`src/rtl/bmx_classifier.sv`:
```
module bmx_classifier #(
  parameter int NRULES = 8,
  parameter int W1     = 8,
  parameter int W2     = 8,
  localparam int IW    = $clog2(NRULES),
  localparam int LW1   = $clog2(W1 + 1),
  localparam int LW2   = $clog2(W2 + 1)
) (
  input  logic              clk,
  input  logic              rst_n,
  input  logic              wr_en,
  input  logic [IW-1:0]     wr_idx,
  input  logic              wr_flag_only,
  input  logic              wr_rule_on,
  input  logic [W1-1:0]     wr_f1_val,
  input  logic [LW1-1:0]    wr_f1_len,
  input  logic [W2-1:0]     wr_f2_val,
  input  logic [LW2-1:0]    wr_f2_len,
  input  logic              in_valid,
  input  logic [W1-1:0]     in_f1,
  input  logic [W2-1:0]     in_f2,
  output logic              out_valid,
  output logic              out_hit,
  output logic [IW-1:0]     out_idx,
  output logic [NRULES-1:0] out_map
);

  logic [NRULES-1:0][W1-1:0]  f1_val_q;
  logic [NRULES-1:0][LW1-1:0] f1_len_q;
  logic [NRULES-1:0][W2-1:0]  f2_val_q;
  logic [NRULES-1:0][LW2-1:0] f2_len_q;
  logic [NRULES-1:0]          on_q;

  logic [NRULES-1:0] map1, map2, map_all;
  logic [IW-1:0]     first_idx;

  genvar r, b;
  generate
    for (r = 0; r < NRULES; r++) begin : g_rule
      logic [W1-1:0] m1;
      logic [W2-1:0] m2;
      for (b = 0; b < W1; b++) begin : g_m1
        assign m1[b] = LW1'(W1 - 1 - b) < f1_len_q[r];
      end
      for (b = 0; b < W2; b++) begin : g_m2
        assign m2[b] = LW2'(W2 - 1 - b) < f2_len_q[r];
      end
      assign map1[r] = ((in_f1 ^ f1_val_q[r]) & m1) == '0;
      assign map2[r] = ((in_f2 ^ f2_val_q[r]) & m2) == '0;

      always_ff @(posedge clk or negedge rst_n) begin
        if (!rst_n) begin
          f1_val_q[r] <= '0;
          f1_len_q[r] <= '0;
          f2_val_q[r] <= '0;
          f2_len_q[r] <= '0;
          on_q[r]     <= 1'b0;
        end else if (wr_en && wr_idx == IW'(r)) begin
          on_q[r] <= wr_rule_on;
          if (!wr_flag_only) begin
            f1_val_q[r] <= wr_f1_val;
            f1_len_q[r] <= wr_f1_len;
            f2_val_q[r] <= wr_f2_val;
            f2_len_q[r] <= wr_f2_len;
          end
        end
      end
    end
  endgenerate

  assign map_all = map1 & map2 & on_q;

  always_comb begin
    first_idx = '0;
    for (int i = NRULES - 1; i >= 0; i--)
      if (map_all[i]) first_idx = IW'(i);
  end

  always_ff @(posedge clk or negedge rst_n) begin
    if (!rst_n) begin
      out_valid <= 1'b0;
      out_hit   <= 1'b0;
      out_idx   <= '0;
      out_map   <= '0;
    end else begin
      out_valid <= in_valid;
      if (in_valid) begin
        out_hit <= |map_all;
        out_idx <= first_idx;
        out_map <= map_all;
      end
    end
  end

endmodule

```
`config.mk`:
```
export PLATFORM = sky130hd
export DESIGN_NAME = bmx_classifier
export DESIGN_NICKNAME = d
export VERILOG_FILES = /design/src/rtl/bmx_classifier.sv
export SDC_FILE = /design/constraint.sdc
export NUM_CORES = 1
export LEC_CHECK = 0
export BUFFER_PORTS_ARGS = -buffer_cell sky130_fd_sc_hd__buf_2
export CAP_MARGIN = 25
export CORE_MARGIN = 2
export CORE_UTILIZATION = 55
export CTS_CLUSTER_DIAMETER = 200
export DETAILED_ROUTE_END_ITERATION = 8
export PLACE_DENSITY = 0.75
export SYNTH_ARGS = -nofsm -noshare
export SYNTH_HDL_FRONTEND = slang
export SYNTH_SLANG_ARGS = --single-unit
```
`constraint.sdc`:
```
create_clock -name clk -period 2.5 [get_ports clk]
set_input_delay 0.625 -clock clk [delete_from_list [all_inputs] [get_ports clk]]
set_output_delay 0.625 -clock clk [all_outputs]
set_load 0.05 [all_outputs]
```
==> run metrics, run 1 <==
Synth cell types=61; Post-Syn Area=10,500 um2; vias in the first global route=6,929; final slew viol count=0; final setup margin=88.4 ps; total CTS buffers=23; nets@finish=987; top_reg_cell synth=dfrtp_1; via count=7,072; CP Launch Type=register; I/O Pins=62; pin count of the biggest net entering global routing=68; Setup WS pre-CTS=-104 ps; CORE AREA=18,800 um2; Clock Latency Late Sink=510 ps; Detailed Route WL=25,900 um; sequential share of the synthesized area=50.6%; Synth area leader=dfrtp_1; global route total overflow=0; top area cells in the synthesized netlist=dfrtp_1, mux2_2, xnor2_1; endpoints failing setup=0; DP HPWL=18,600 um; origin of the critical flop-to-flop path=f2_len_q[3]; Post-DRT Antenna Nets=0; first-pass GRT wire length=40,600 um; clock sink total=213; initial antenna violation count=0; Cell Rows=50; static leakage=5.21 nW; die height=142 um; Tmin final=2410 ps; flops & latches, synth=213; router iterations before antenna repair=5; FMAX=415 MHz; CTS tree=built; asr flop ratio synth=100%; Critical Path AT=2800 ps; Syn Nets=901; Hold Path Class=in2async; Setup Skew=14.6 ps; Hold Fails Final Rpt=0; Synth-to-Final Area Change=14.5%; WL/cell=21.8 um; Max-cap violations=0; CTS root buffer=clkbuf_16; H-tree depth=1; Via-to-Cell Ratio=5.95; GRT Util Overall=26.3%; maximum VDD drop=0.575 mV; flop-to-flop setup slack=90 ps; Syn. warnings=0; Synth top area share=50.6%; layout cells sized above 1=37.1%; Critical Path RT=2890 ps; Setup crit start=f2_len_q[3]; Critical Path Sink Type=register; CTS clk-pin slew, worst paths=60 ps; dpl cells=1,147; initial core utilization=56.1%; Final period util=96.5%; number of synthesized flops with an enable pin=0; FF-to-FF End=out_idx[1]; die area=20,300 um2; Crit Path Class=reg2reg; Antenna Cells=0; DRC Markers=0; pwr/cell area=893 nW/um2; Avg Synthesized Cell Area=12.4 um2; Cells after Synth=852; outcome=finished, final reports clean; Relative slew margins=54.9%; Initial DRC Count=501; Worst Tran Pin Value=667 ps; clock tree buffer depth=3; R2R depth=6; Final Non-Filler Cells=1,188; PortBufs=61; critical-path maximum fanout=4; RSZ-0062 raised after global routing=false; Die X-Extent=142 um; global placement routability congestion=0.872
## synthesized netlist by cell type, drive strengths merged, types with 5 or more instances
cell and n:
dfrtp 213, mux2 204, xnor2 67, xor2 61, nor2 37, o21ai 30, a21oi 23, clkbuf 22
nor3 22, nand2 19, buf 18, inv 10, a31oi 9, a211oi 8, nand2b 8, o221ai 7
or2 7, a2111oi 5, o211ai 5, o22ai 5, or3 5
## worst max path at each step
stage / endpoint / slack (ps)
global placement: out_idx[0] / -100
CTS: out_idx[1] / 120
finish: out_idx[1] / 90
global route: out_idx[1] / 10
floorplan: out_idx[0] / 110
detailed placement: out_idx[0] / -100
## routing by layer
metal	track usage, %	part of all wire [%]	up-vias
li1	-	-	3240
met1	37.2	45	3610
met2	42.5	47	184
met3	5.08	5.5	38
met4	6.31	2.2	0
met5	0	0	-
## what timing repair did
item,4_1_cts,5_1_grt
endpoints found under the setup margin,0,1
hold buffers,0,0
buffers inserted,0,0
resized for setup,0,1
## final cells by class
type                       count  area, um2
fill                        1476       6720
sequential                   213       5330
multi-input combinational    589       4990
timing repair buffer         101        678
clock buffer                  33        653
tap                          234        293
clock inverter                 8       71.3
inverter                      10       37.5
## placed cells by master (no fill, tap or decap), types with 4 or more instances in the layout
cell,instances
a211oi_1,7
a21oi_1,22
a31oi_1,9
buf_12,5
buf_2,60
buf_4,35
clkbuf_1,6
clkbuf_16,23
clkbuf_8,4
clkinv_2,5
dfrtp_1,213
inv_1,10
mux2_1,4
mux2_2,200
nand2_1,19
nand2b_1,8
nand4_1,4
nor2_1,37
nor3_1,18
nor3_2,4
o211ai_1,5
o21ai_0,27
o221ai_1,7
o22ai_1,5
or2_2,7
or3_1,5
xnor2_1,67
xor2_1,61
## flip-flops by register name, indices dropped and copies added, names as in the netlist
| signal | flops |
|---|---|
| out_map | 8 |
| out_valid | 1 |
| out_idx | 3 |
| f1_len_q | 32 |
| f1_val_q | 64 |
| f2_len_q | 32 |
| on_q | 8 |
| f2_val_q | 64 |
| out_hit | 1 |
## metrics by stage
step	util (%)	area (um2)	hold WS, ps	total power, W	setup TNS [ps]
4_1_cts	64.2	12100	63.2	0.0108	0
5_1_grt	64.2	12100	85.0	0.0113	0
2_1_floorplan	-	10500	329	0.00660	0
6_report	64.2	12100	46.5	0.0108	0
3_3_place_gp	60.3	11300	470	0.00738	-291
3_5_place_dp	60.3	11300	486	0.00747	-291
## logic make-up (layout without fill, tap and decap cells)
logic type             after synthesis  after routing  share of synthesized area [%]
flip-flops                         213            213                           50.6
multiplexers                       204            204                           21.8
AO/OA/AOI/OAI                      131            131                           8.59
XOR/XNOR                           128            128                           10.7
AND/OR/NAND/NOR                    126            126                           6.12
buffers and inverters               50            152                           2.16
## report_power, final
part	total (W)	leakage (nW)	switching (W)	internal, W
clock	0.00329	0.358	0.00137	0.00192
sequential	0.00491	2.63	0.000692	0.00422
combinational	0.00256	2.23	0.00124	0.00132
## worst max-delay path, cell delays in order, from the launching register on
cell and delay [ps]:
dfrtp_1 410, or3_1 420, a222oi_1 360, o2111ai_1 240, o41a_1 470, nor2b_1 190
a22o_1 190
Note: power is estimated with default switching activity, not from simulation.
==> inputs of run 2 (changes only) <==
==> constraint.sdc (replaced) <==
create_clock -name clk -period 2.5 [get_ports clk]
set_input_delay 0.5 -clock clk [delete_from_list [all_inputs] [get_ports clk]]
set_output_delay 0.5 -clock clk [all_outputs]
set_load 0.01 [all_outputs]
==> run 2 against run 1 <==
Effect of this change:
- clock skew is 9.3 ps lower
- sequential share of layout area is essentially flat
- sequential cell count did not move
- die area unchanged
- via count rose by 2.2%
- cell area is essentially flat
- hold slack improved by 240 ps
- total power grew 2.3%
- clock-buffer cell count did not move
- critical path type unchanged
- largest power group unchanged
==> run metrics, run 2 (synthesis results as in run 1) <==
initial core utilization=56.1% (unchanged); total CTS buffers=23 (unchanged); via count=7,225 (+2.2%); Largest regs=f1_val_q: 64 flops, f2_val_q: 64 flops; critical-path maximum fanout=6 (+2); Worst Tran Pin Value=628 ps (-39.0 ps); FMAX=421 MHz (+1.5%); P_sw=0.00329 W (-0.18%); CP Launch Type=register; die area=20,300 um2 (unchanged); Critical Path AT=2770 ps (-30 ps); Critical Path RT=2890 ps (about the same); flop-to-flop setup slack=130 ps (+40 ps); CTS clk-pin slew, worst paths=60 ps (about the same); CTS tree=built; Gate power share=23.2% (-0.6 points); global route total overflow=0 (unchanged); Die X-Extent=142 um (unchanged); global placement routability congestion=0.936 (+7.3%); final slew viol count=0 (unchanged); DRC Markers=0 (unchanged); WL/cell=22.9 um (+4.8%); Tmin final=2370 ps (-36.6 ps); CORE AREA=18,800 um2 (unchanged); static leakage=5.22 nW (+0.15%); I/O Pins=62 (unchanged); switching power share of the total=29.9% (-0.74 points); die height=142 um (unchanged); first-pass GRT wire length=41,700 um (+2.9%); Setup crit start=f2_len_q[3]; Critical Path Sink Type=register; commonest non-fill, non-tap cell in the layout=dfrtp_1; maximum VDD drop=0.596 mV (+3.7%); H-tree depth=1 (unchanged); Hold Path Class=in2reg; PortBufs=61 (unchanged); Relative slew margins=57.0% (+2.1 points); initial antenna violation count=1 (+1); CTS root buffer=clkbuf_16; GRT Util Overall=27.3% (+1.0 points); origin of the critical flop-to-flop path=f2_len_q[3]; endpoints failing setup=0 (unchanged); FF-to-FF End=out_idx[1]; most frequent cells in the layout=dfrtp_1, mux2_2, xnor2_1; layout cells sized above 1=36.9% (-0.23 points); vias in the first global route=7,103 (+2.5%); register share of total power=44.9% (-0.8 points); Clock Latency Late Sink=510 ps (about the same); DP HPWL=19,500 um (+4.9%); Detailed Route WL=27,100 um (+4.4%); clock share of power=31.9% (+1.4 points); Crit Path Class=reg2reg; Synth-to-Final Area Change=14.6% (about the same); Via-to-Cell Ratio=6.11 (+2.6%); Post-DRT Antenna Nets=0 (unchanged); Hold Fails Final Rpt=0 (unchanged); pwr/cell area=912 nW/um2 (+2.2%); clock tree buffer depth=3 (unchanged); clock sink total=213 (unchanged); Antenna Cells=0 (unchanged); Final Non-Filler Cells=1,183 (-0.42%); Setup Skew=5.25 ps (-9.34 ps); internal power=0.00771 W (+3.4%); R2R depth=6 (unchanged); RSZ-0062 raised after global routing=false; Max-cap violations=0 (unchanged); postcts setup bufs=0 (unchanged); outcome=finished, final reports clean; pin count of the biggest net entering global routing=67 (-1.5%); nets@finish=984 (-0.30%); critical path endpoint=out_idx[1]; router iterations before antenna repair=7 (+2); overall power=0.0110 W (+2.3%); Final period util=95.0% (-1.5 points); Initial DRC Count=548 (+9.4%); Cell Rows=50 (unchanged); dpl cells=1,143 (-0.35%)
-- run 2: layer usage --
| metal | vias up | track usage (%) | wire length [um] |
|---|---|---|---|
| met5 | - | 0 | 10 |
| met4 | 2 | 8.44 | 831 |
| met3 | 52 | 4.54 | 1710 |
| met2 | 242 | 44.0 | 12700 |
| met1 | 3683 | 38.4 | 11800 |
| li1 | 3246 | - | - |
-- run 2: metrics by stage --
| stage | utilization, % | worst slack, ps | setup TNS [ps] | instance area, um2 | hold slack (ps) |
|---|---|---|---|---|---|
| floorplan | - | 230 | 0 | 10500 | 204 |
| global placement | 60.1 | 4.28 | 0 | 11300 | 484 |
| detailed placement | 60.1 | -4.07 | -4.07 | 11300 | 492 |
| CTS | 64.3 | 175 | 0 | 12100 | 276 |
| global route | 64.3 | 59.9 | 0 | 12100 | 281 |
| finish | 64.3 | 125 | 0 | 12100 | 284 |
-- run 2: final cells by class --
| class | instances | area [um2] |
|---|---|---|
| inverters | 10 | 37.5 |
| well taps | 234 | 293 |
| fillers | 1469 | 6710 |
| clock buffers | 33 | 673 |
| multi-input cells | 589 | 4990 |
| flip-flops and latches | 213 | 5330 |
| repair buffers | 98 | 633 |
| clock inverters | 6 | 105 |
-- run 2: what timing repair did --
item	in CTS	in global routing
endpoints found under the setup margin	0	0
hold buffers	1	0
resized for setup	0	0
endpoints found under the hold margin	60	0
-- run 2: how the worst min path moves through the flow --
stage,startpoint,to,slack [ps],depth (start not counted)
after floorplan,rst_n,f1_len_q[0],200,0
after global placement,out_map[4],out_map[4],480,1
after detailed placement,out_map[3],out_map[3],490,1
after CTS,in_valid,out_valid,280,1
after global routing,in_valid,out_valid,280,1
final,in_valid,out_valid,280,1
-- run 2: critical path: stages, from the launching register on --
cell	delay [ps]
dfrtp_1	430
or3b_1	440
a211oi_1	290
a31oi_1	230
o41a_1	510
nor2b_1	180
a22o_1	180
-- run 2: power groups by stage --
| stage | Clock (W) | Combinational (W) | Sequential, W |
|---|---|---|---|
| floorplan | 0 | 0.00178 | 0.00478 |
| global placement | 0 | 0.00243 | 0.00494 |
| detailed placement | 0 | 0.00249 | 0.00498 |
| CTS | 0.00356 | 0.00253 | 0.00493 |
| global route | 0.00369 | 0.00277 | 0.00504 |
| finish | 0.00351 | 0.00255 | 0.00494 |
